--- config.mk ---
export PLATFORM = sky130hd
export DESIGN_NAME = chroma_vup
export DESIGN_NICKNAME = d
export VERILOG_FILES = /design/src/rtl/chroma_vup_pkg.sv /design/src/rtl/chroma_vup_cfg.sv /design/src/rtl/chroma_vup_lbuf.sv /design/src/rtl/chroma_vup_fir.sv /design/src/rtl/chroma_vup.sv
export SDC_FILE = /design/constraint.sdc
export NUM_CORES = 2
export LEC_CHECK = 0
export CORE_ASPECT_RATIO = 0.9
export CORE_MARGIN = 8
export CORE_UTILIZATION = 40
export CTS_CLUSTER_DIAMETER = 100
export CTS_CLUSTER_SIZE = 40
export DETAILED_ROUTE_END_ITERATION = 12
export GPL_ROUTABILITY_DRIVEN = 0
export PLACE_DENSITY = 0.58
export SLEW_MARGIN = 20
export SYNTH_ARGS = -nofsm -noshare
export SYNTH_HDL_FRONTEND = slang
export SYNTH_SLANG_ARGS = --single-unit
export TNS_END_PERCENT = 100
--- constraint.sdc ---
create_clock -name clk_i -period 13.27 [get_ports clk_i]
set_input_delay 1.9905 -clock clk_i [delete_from_list [all_inputs] [get_ports clk_i]]
set_output_delay 1.9905 -clock clk_i [all_outputs]
set_load 0.005 [all_outputs]
--- src/rtl/chroma_vup_pkg.sv ---
package chroma_vup_pkg;
  localparam int unsigned TAPS    = 4;
  localparam int unsigned NSLOT   = 4;
  localparam int unsigned SLOT_W  = 2;
  localparam int unsigned COEF_W  = 14;
  localparam int unsigned FRAC_W  = 10;
  localparam int unsigned CFG_N   = 8;
  localparam logic [1:0]  MODE_PASS = 2'd1;

  typedef enum logic {ST_IN, ST_EMIT} st_e;
endpackage

--- src/rtl/chroma_vup_cfg.sv ---
module chroma_vup_cfg
  import chroma_vup_pkg::*;
(
  input  logic                          clk_i,
  input  logic                          rst_ni,
  input  logic                          we_i,
  input  logic [2:0]                    addr_i,
  input  logic [31:0]                   wdata_i,
  input  logic                          load_i,
  input  logic                          fid_i,
  input  logic                          pass_i,
  output logic [TAPS-1:0][COEF_W-1:0]   coef_o,
  output logic                          byp_o
);
  logic [31:0] shd_q [CFG_N];
  logic [31:0] act_q [CFG_N];
  logic        fid_q;
  logic [31:0] w_lo, w_hi;
  logic        unused_bits;

  always_ff @(posedge clk_i or negedge rst_ni) begin
    if (!rst_ni) begin
      for (int i = 0; i < CFG_N; i++) begin
        shd_q[i] <= '0;
        act_q[i] <= '0;
      end
      fid_q <= 1'b0;
    end else begin
      if (we_i) shd_q[addr_i] <= wdata_i;
      if (load_i) begin
        for (int i = 0; i < CFG_N; i++) act_q[i] <= shd_q[i];
        fid_q <= fid_i;
      end
    end
  end

  assign w_lo = act_q[{fid_q, pass_i, 1'b0}];
  assign w_hi = act_q[{fid_q, pass_i, 1'b1}];
  assign coef_o[0] = w_lo[31 -: COEF_W];
  assign coef_o[1] = w_lo[15 -: COEF_W];
  assign coef_o[2] = w_hi[31 -: COEF_W];
  assign coef_o[3] = w_hi[15 -: COEF_W];
  assign byp_o = (act_q[0][17:16] == MODE_PASS);
  assign unused_bits = ^{w_lo[17:16], w_lo[1:0], w_hi[17:16], w_hi[1:0]};
endmodule

--- src/rtl/chroma_vup_lbuf.sv ---
module chroma_vup_lbuf
  import chroma_vup_pkg::*;
#(
  parameter int unsigned PIX_W  = 8,
  parameter int unsigned LINE_W = 8,
  localparam int unsigned XW    = $clog2(LINE_W)
) (
  input  logic                           clk_i,
  input  logic                           we_i,
  input  logic [SLOT_W-1:0]              wslot_i,
  input  logic [XW-1:0]                  wx_i,
  input  logic [PIX_W-1:0]               wdata_i,
  input  logic [TAPS-1:0][SLOT_W-1:0]    rslot_i,
  input  logic [XW-1:0]                  rx_i,
  output logic [TAPS-1:0][PIX_W-1:0]     rdata_o
);
  logic [PIX_W-1:0] mem_q [NSLOT][LINE_W];

  always_ff @(posedge clk_i) begin
    if (we_i) mem_q[wslot_i][wx_i] <= wdata_i;
  end

  for (genvar t = 0; t < TAPS; t++) begin : g_rd
    assign rdata_o[t] = mem_q[rslot_i[t]][rx_i];
  end
endmodule

--- src/rtl/chroma_vup_fir.sv ---
module chroma_vup_fir
  import chroma_vup_pkg::*;
#(
  parameter int unsigned PIX_W = 8
) (
  input  logic [TAPS-1:0][COEF_W-1:0] coef_i,
  input  logic [TAPS-1:0][PIX_W-1:0]  pix_i,
  output logic [PIX_W-1:0]            pix_o
);
  localparam int unsigned SUM_W = COEF_W + PIX_W + 3;
  localparam logic signed [SUM_W-1:0] HALF = SUM_W'(1) <<< (FRAC_W - 1);
  localparam logic signed [SUM_W-1:0] MAXV = SUM_W'((1 << PIX_W) - 1);

  logic signed [SUM_W-1:0] prod [TAPS];
  logic signed [SUM_W-1:0] acc, shf;

  for (genvar t = 0; t < TAPS; t++) begin : g_mul
    logic signed [SUM_W-1:0] c_ext, p_ext;
    assign c_ext = {{(SUM_W-COEF_W){coef_i[t][COEF_W-1]}}, coef_i[t]};
    assign p_ext = {{(SUM_W-PIX_W){1'b0}}, pix_i[t]};
    assign prod[t] = c_ext * p_ext;
  end

  always_comb begin
    acc = '0;
    for (int t = 0; t < TAPS; t++) acc = acc + prod[t];
    shf = (acc + HALF) >>> FRAC_W;
    if (shf < 0)          pix_o = '0;
    else if (shf > MAXV)  pix_o = MAXV[PIX_W-1:0];
    else                  pix_o = shf[PIX_W-1:0];
  end
endmodule

--- src/rtl/chroma_vup.sv ---
module chroma_vup
  import chroma_vup_pkg::*;
#(
  parameter int unsigned PIX_W     = 8,
  parameter int unsigned LINE_W    = 8,
  parameter int unsigned NUM_LINES = 6
) (
  input  logic              clk_i,
  input  logic              rst_ni,
  input  logic              cfg_we_i,
  input  logic [2:0]        cfg_addr_i,
  input  logic [31:0]       cfg_wdata_i,
  input  logic              in_valid_i,
  output logic              in_ready_o,
  input  logic [PIX_W-1:0]  in_data_i,
  input  logic              in_sof_i,
  input  logic              in_fid_i,
  output logic              out_valid_o,
  output logic [PIX_W-1:0]  out_data_o,
  output logic              out_sol_o,
  output logic              out_interp_o
);
  localparam int unsigned XW = $clog2(LINE_W);
  localparam int unsigned YW = $clog2(NUM_LINES + 2);
  localparam logic [XW-1:0] X_LAST = XW'(LINE_W - 1);
  localparam logic [YW-1:0] Y_LAST = YW'(NUM_LINES - 1);
  localparam logic [YW-1:0] Y_TWO  = YW'(2);
  localparam logic [YW-1:0] Y_ONE  = YW'(1);

  st_e                         st_q;
  logic [XW-1:0]               in_x_q, em_x_q, wx;
  logic [YW-1:0]               in_y_q, wy, ek_q, et_q;
  logic                        pass_q, acc, line_done, byp_act;
  logic [TAPS-1:0][COEF_W-1:0] coef;
  logic [TAPS-1:0][SLOT_W-1:0] rslot;
  logic [TAPS-1:0][PIX_W-1:0]  rpix;
  logic [PIX_W-1:0]            fir_pix;

  assign in_ready_o = (st_q == ST_IN);
  assign acc        = in_valid_i & in_ready_o;
  assign wx         = in_sof_i ? '0 : in_x_q;
  assign wy         = in_sof_i ? '0 : in_y_q;
  assign line_done  = acc && (wx == X_LAST);

  always_ff @(posedge clk_i or negedge rst_ni) begin
    if (!rst_ni) begin
      st_q   <= ST_IN;
      in_x_q <= '0;
      in_y_q <= '0;
      em_x_q <= '0;
      ek_q   <= '0;
      et_q   <= '0;
      pass_q <= 1'b0;
    end else begin
      case (st_q)
        ST_IN: if (acc) begin
          if (line_done) begin
            in_x_q <= '0;
            in_y_q <= (wy == Y_LAST) ? '0 : wy + Y_ONE;
            if (wy >= Y_TWO) begin
              st_q   <= ST_EMIT;
              em_x_q <= '0;
              pass_q <= 1'b0;
              ek_q   <= wy - Y_TWO;
              et_q   <= (wy == Y_LAST) ? Y_LAST : wy - Y_TWO;
            end
          end else begin
            in_x_q <= wx + XW'(1);
            in_y_q <= wy;
          end
        end
        ST_EMIT: begin
          if (em_x_q == X_LAST) begin
            em_x_q <= '0;
            if (!byp_act && !pass_q) begin
              pass_q <= 1'b1;
            end else begin
              pass_q <= 1'b0;
              if (ek_q == et_q) st_q <= ST_IN;
              else              ek_q <= ek_q + Y_ONE;
            end
          end else begin
            em_x_q <= em_x_q + XW'(1);
          end
        end
        default: st_q <= ST_IN;
      endcase
    end
  end

  // neighbour lines k-1..k+2, clamped to the picture
  for (genvar t = 0; t < TAPS; t++) begin : g_tap
    logic [YW-1:0] ln;
    always_comb begin
      if (t == 0) begin
        ln = (ek_q == '0) ? '0 : ek_q - Y_ONE;
      end else begin
        ln = ek_q + YW'(t - 1);
        if (ln > Y_LAST) ln = Y_LAST;
      end
    end
    assign rslot[t] = ln[SLOT_W-1:0];
  end

  chroma_vup_cfg u_cfg (
    .clk_i   (clk_i),
    .rst_ni  (rst_ni),
    .we_i    (cfg_we_i),
    .addr_i  (cfg_addr_i),
    .wdata_i (cfg_wdata_i),
    .load_i  (acc & in_sof_i),
    .fid_i   (in_fid_i),
    .pass_i  (pass_q),
    .coef_o  (coef),
    .byp_o   (byp_act)
  );

  chroma_vup_lbuf #(.PIX_W(PIX_W), .LINE_W(LINE_W)) u_lbuf (
    .clk_i   (clk_i),
    .we_i    (acc),
    .wslot_i (wy[SLOT_W-1:0]),
    .wx_i    (wx),
    .wdata_i (in_data_i),
    .rslot_i (rslot),
    .rx_i    (em_x_q),
    .rdata_o (rpix)
  );

  chroma_vup_fir #(.PIX_W(PIX_W)) u_fir (
    .coef_i (coef),
    .pix_i  (rpix),
    .pix_o  (fir_pix)
  );

  always_ff @(posedge clk_i or negedge rst_ni) begin
    if (!rst_ni) begin
      out_valid_o  <= 1'b0;
      out_data_o   <= '0;
      out_sol_o    <= 1'b0;
      out_interp_o <= 1'b0;
    end else begin
      out_valid_o <= (st_q == ST_EMIT);
      if (st_q == ST_EMIT) begin
        out_data_o   <= byp_act ? rpix[1] : fir_pix;
        out_sol_o    <= (em_x_q == '0);
        out_interp_o <= pass_q;
      end
    end
  end
endmodule

Yosys cells after proc, flatten, opt, wreduce, memory -nomap -nowiden
Memory sizes are Yosys's and may differ from the RTL's.
Cells that the tools add are included.

operators by class
  $mul = 4
  multiplexer cells = 63
  order comparisons = 13
  equality and inequality tests = 11
  bitwise operators = 8
  add/sub/neg operators = 11
  reductions and logical operators = 13

operators with widths
  kind                    count
  $bwmux 256              1
  $bmux 32 s3             2
  $mux 32                 5
  $bmux 8 s3              4
  $demux 32 s3            1
  $mux 8                  12
  $mul 14x9->23           4
  $add 25x25->25          3
  $mux 64                 1
  $mux 3                  16
  $add 25x11->25 const B  1
  $demux 8 s3             1
  $ge 4x4->1 const B      5
  $not 3->4               5
  $gt 15x9->1 const B     1
  $lt 15x1->1 const B     1
  $add 3x1->3 const B     4
  $mux 1                  12
  $pmux 3 s2              2
  $eq 3x3->1 const B      3
  $gt 3x3->1 const B      3
  $lt 4x1->1 const B      2
  $mux 2                  4
  $ne 2x1->1 const B      4
  17 further kinds        26

word-level totals
  bits of input ports = 49
  memories kept = 1
  output and inout port bits = 12
  register bits = 541
  RAM bits = 256

memories
  memory        depth  width  rd ports  clocked after memory_dff  write ports  line                   text
  u_lbuf.mem_q  4      64     4         0                         1            chroma_vup_lbuf.sv:17  logic [PIX_W-1:0] mem_q [NSLOT][LINE_W];

Depth between registers and ports, before layout
An unclocked memory read counts as a cell.

  depth in word-level cells = 15
  mapped depth = 51
  depth with buffers taken out = 45

By module
A second synthesis with hierarchy kept.

second synthesis, totals
  cell total of the unflattened synthesis = 3842
  area, all modules = 53709.0 µm²

by module, submodules not included
  module           area each (µm²)  times used  cells each  sequential area each (µm²)
  chroma_vup_cfg   18403.9          1           1031        11335.9
  chroma_vup_fir   17743.3          1           1904        0.0
  chroma_vup_lbuf  15876.5          1           733         7687.4
  chroma_vup       1685.4           1           174         700.7

Worst setup path before layout
OpenSTA, ideal clock, no wires.

  path type = reg-to-reg
  start = register ek_q[0]
  end = register out_data_o[5]
  path slack = 1913 ps
  arrival = 11222 ps
  buffers on the path = 9
  setup time = 135 ps
  cell stages (with the launch flop) = 48
  clock period less this slack = 11357 ps
  path through = dfrtp_1 > inv_1 > clkbuf_1 > clkbuf_1 > clkbuf_1 > clkbuf_1 > ha_1 > nor2b_4 > or2_1 > buf_2 > buf_1 > buf_2 > buf_2 > a221oi_1 > o21ai_0 > o21ai_0 > a211oi_1 > a21o_1 > [12 not listed] > a21boi_0 > o21ai_0 > a21oi_1 > o21ai_0 > a21oi_1 > o41a_1 > a41o_1 > o41ai_1 > xnor2_1 > fa_1 > ha_1 > ha_1 > or4_1 > o221ai_1 > a41o_1 > o2111ai_4 > o21ba_1 > o221ai_2

on the way
  cells in the longest elaborated chain, start to end = 15
  elaborated cells on any way between the ends = 37

RTL lines
  item                                                               line                                         text
  from (decl)                                                        chroma_vup.sv:32                             logic [YW-1:0] in_y_q, wy, ek_q, et_q;
  from (signal assigned)                                             chroma_vup.sv:64                             ek_q <= wy - Y_TWO;
  from (signal assigned)                                             chroma_vup.sv:80                             else ek_q <= ek_q + Y_ONE;
  $gt 3x3->1 (tied with other cells)                                 chroma_vup.sv:99                             if (ln > Y_LAST) ln = Y_LAST;
  $mux 2 (tied with other cells)                                     chroma_vup.sv:99
  $mem_v2 4x64 (*)                                                   --
  $bmux 8 s3 / $mem_v2 4x64 (equally long branches)                  --
  $mux 8 (not written as such) / $bmux 8 s3 (equally long branches)  chroma_vup_lbuf.sv:24                        assign rdata_o[t] = mem_q[rslot_i[t]][rx_i];
  $mux 8 (not written as such)                                       chroma_vup_lbuf.sv:24
  $mul 14x9->23 / $mux 8 (equally long branches)                     chroma_vup_fir.sv:21, chroma_vup_lbuf.sv:24
  $add 25x25->25 / $mul 14x9->23 (equally long branches)             chroma_vup_fir.sv:26, chroma_vup_fir.sv:21
  $add 25x25->25 (2 in a row)                                        chroma_vup_fir.sv:26                         for (int t = 0; t < TAPS; t++) acc = acc + prod[t];
  $add 25x11->25                                                     chroma_vup_fir.sv:27                         shf = (acc + HALF) >>> FRAC_W;
  $gt 15x9->1                                                        chroma_vup_fir.sv:29                         else if (shf > MAXV) pix_o = MAXV[PIX_W-1:0];
  $mux 8                                                             chroma_vup_fir.sv:29
  $mux 8                                                             chroma_vup_fir.sv:28                         if (shf < 0) pix_o = '0;
  $mux 8 (*)                                                         chroma_vup.sv:144                            out_data_o <= byp_act ? rpix[1] : fir_pix;
  to (signal assigned)                                               chroma_vup.sv:144
  to (decl)                                                          chroma_vup.sv:19                             output logic [PIX_W-1:0] out_data_o,

Every way passes the cells marked *; elsewhere a longest branch is shown, timed or not. The select of a mux whose other input is x is not followed.
A chain may end at the register's enable or synchronous reset.

Worst setup path after layout
  start = register ek_q[1]
  end = register out_data_o[5]

The elaborated chain is that of the path after synthesis.

==> impl_metrics.py <==
metrics = {
    "run_status": {
        "outcome": "finished clean",
    },
    "routing": {
        "via_count": 35390,
        "first_iter_violations": 2743,
        "drt_wl_total_um": 136400,
        "dr_wl_met2_um": 61300,
        "top_layer_used": "met5",
        "drc": 0,
        "ant_nets": 0,
        "routed-wl-met3_um": 10230,
        "dr.pass1.iters": 6,
        "via_per_inst": 5.558,
        "drt-met1-wl_um": 62630,
        "wl_per_cell_um": 21.43,
    },
    "synthesis": {
        "synth_edf_count": 256,
        "async_flop_share_pct": 65.26,
        "synthesis.area_mm2": 0.05401,
        "syn_inst": 4600,
        "synth_flop_cell": "dfrtp_1",
        "synth_nets": 5295,
        "synth_seq_cells": 737,
        "synth_warnings": 0,
        "synth_cell_types": 71,
        "syn_avg_cell_area_um2": 11.74,
        "ys_seq_area_share_pct": 36.52,
    },
    "clocking": {
        "clk_latency_ns": 0.73,
        "cts_resized": 0,
        "cts_sinks": 737,
        "path_clk_slew_ns": 0.14,
        "htree_levels": 1,
        "cts_tree": "done",
        "clockRootBuffer": "clkbuf_16",
        "cts_inserted_buffers": 30,
        "post-cts-setup-buffer-count": 0,
        "cts_buffer_depth": 3,
        "cts_hold_buf": 0,
    },
    "sta": {
        "setup_violations": 0,
        "post-route-period-util_pct": 91.82,
        "worst_pin_slew_ns": 1.138,
        "timing.fmax_ghz": 0.08208,
        "max_slew_margin_pct": 23.85,
        "hold_violations": 0,
        "rsz0062_at_grt": "false",
        "tns_ns": 0,
        "finClkSkew_ns": 0.1109,
        "min_period_ns": 12.18,
        "drv_slew": 0,
        "setup_ws_ns": 1.086,
    },
    "cells_and_area": {
        "area.growth.synth_to_final_pct": 7.177,
        "nets": 5218,
        "instances_no_fill": 6366,
        "finalInstanceArea_mm2": 0.05789,
        "mostFrequentLayoutCells": "inv_1, mux2_2, dfrtp_1, fa_1, nor2_1",
        "drive_above_1_share_pct": 19.56,
        "final_common_cell": "inv_1",
    },
    "setup_path": {
        "path_class": "reg -> reg",
        "endpoint_kind": "flop",
        "max_stage_delay_ns": 0.67,
        "crit_fanout": 14,
        "r2r_slack_ns": 1.09,
        "arrival_ns": 12.73,
        "worst_setup_path_start_kind": "flop",
        "cp.required_ns": 13.82,
        "crit_top_cell": "ha_1",
        "slowest_stage": "a21oi_4",
    },
    "grt": {
        "grt.overflow.total": 0,
        "grt_pass1_vias": 35990,
        "antenna_found_initial": 6,
        "grt_pass1_wl_um": 214900,
        "grt_max_degree": 169,
        "grt_usage_pct": 18.41,
    },
    "run": {
        "maxCapViolations": 0,
    },
    "pwr": {
        "p_total_mw": 4.127,
        "max-vdd-ir-drop_mv": 0.1128,
        "power_density_mw_per_mm2": 71.30,
        "p_leak_nw": 25.87,
    },
    "placed_design": {
        "placed_cells": 6311,
        "dp_hpwl_um": 98920,
        "placed_cell_area_mm2": 0.05674,
        "post-place-ws_ns": 1.212,
        "portBuffers": 58,
    },
    "die": {
        "std_cell_rows": 128,
        "ios": 61,
        "design.core.area_mm2": 0.1347,
        "die_area_mm2": 0.1471,
        "dieHeight_um": 364.6,
        "start_util_pct": 40.10,
        "fp.dieW_um": 403.3,
    },
    "min_path": {
        "min_path_type": "reg -> reg",
    },
}
==> synth_stat cells, drive strengths merged, types with 129 or more instances <==
cell type  count  area (µm²)
a21oi        189       945.9
a221oi       129        1130
inv          574        2155
edfxtp       256        7687
mux4         191        4302
mux2         499        5619
nand2        194       728.2
dfrtp        481       12040
fa           406        8128
nor2         283        1062
clkbuf       190       713.2
ha           240        3003
==> sequential cells by signal (all words and copies together) (netlist names), 3 cells and up <==
signal / cells
u_cfg.shd_q: 226
et_q: 3
in_y_q: 3
u_cfg.act_q: 226
ek_q: 3
em_x_q: 3
in_x_q: 3
out_data_o: 8
u_lbuf.mem_q: 256
==> path summary, 6_finish.rpt <==
path | startpoint | endpoint | cells after the start
max reg2reg | ek_q[1] | out_data_o[5] | 40
min reg2reg | u_cfg.shd_q[167] | u_cfg.act_q[167] | 1
max | ek_q[1] | out_data_o[5] | 40
min | u_cfg.shd_q[167] | u_cfg.act_q[167] | 1
min in group asynchronous | rst_ni | u_cfg.shd_q[152] | 1
max in group asynchronous | rst_ni | em_x_q[0] | 4
==> layer usage <==
| layer | global-route usage, % | vias up |
|---|---|---|
| li1 | - | 15890 |
| met1 | 26.89 | 18310 |
| met2 | 28.80 | 1035 |
| met3 | 3.855 | 142 |
| met4 | 2.943 | 6 |
| met5 | 0.2598 | - |
==> layout make-up <==
class	instances	area, µm²
clock buffer	33	772.0
timing repair buffer	133	1194
antenna	1	2.502
multi-input combinational	3045	31340
clock inverter	21	387.9
tap	1820	2277
sequential	737	19740
fill	12560	76800
inverter	576	2171
==> per-stage QoR <==
stage / hold slack, ns / utilization [%]
2_1_floorplan: 0.4295 / -
3_3_place_gp: 0.4788 / 42.13
3_5_place_dp: 0.4796 / 42.13
4_1_cts: 0.4860 / 42.99
5_1_grt: 0.4921 / 42.98
6_report: 0.4794 / 42.98
==> power breakdown <==
group / internal (mW) / total, mW / switching (mW)
combinational: 0.134 / 0.236 / 0.102
sequential: 2.50 / 2.57 / 0.0701
clock: 0.481 / 1.32 / 0.837
==> worst max-delay path, delay by kind of cell (launching register included) <==
| family | cells | cell delay, ns |
|---|---|---|
| buf+inv | 5 | 0.68 |
| fa+ha+maj | 11 | 4.05 |
| flops | 1 | 0.61 |
| simple gates | 5 | 1.35 |
| xor+xnor | 2 | 0.46 |
| mux | 2 | 1.12 |
| compound gates | 15 | 3.68 |
==> kinds of logic (layout without fill, tap and decap cells) <==
| group | Yosys count | after routing | share of synthesized area [%] |
|---|---|---|---|
| AND/OR/NAND/NOR | 888 | 888 | 7.937 |
| buffers and inverters | 818 | 763 | 5.717 |
| multiplexers | 741 | 741 | 19.31 |
| flip-flops | 737 | 737 | 36.52 |
| AO/OA/AOI/OAI | 680 | 680 | 8.446 |
| adder cells (fa/ha/maj) | 646 | 646 | 20.61 |
| XOR/XNOR | 90 | 90 | 1.459 |
| other | 0 | 1 | 0 |
Power figures use the tool's default switching activity.
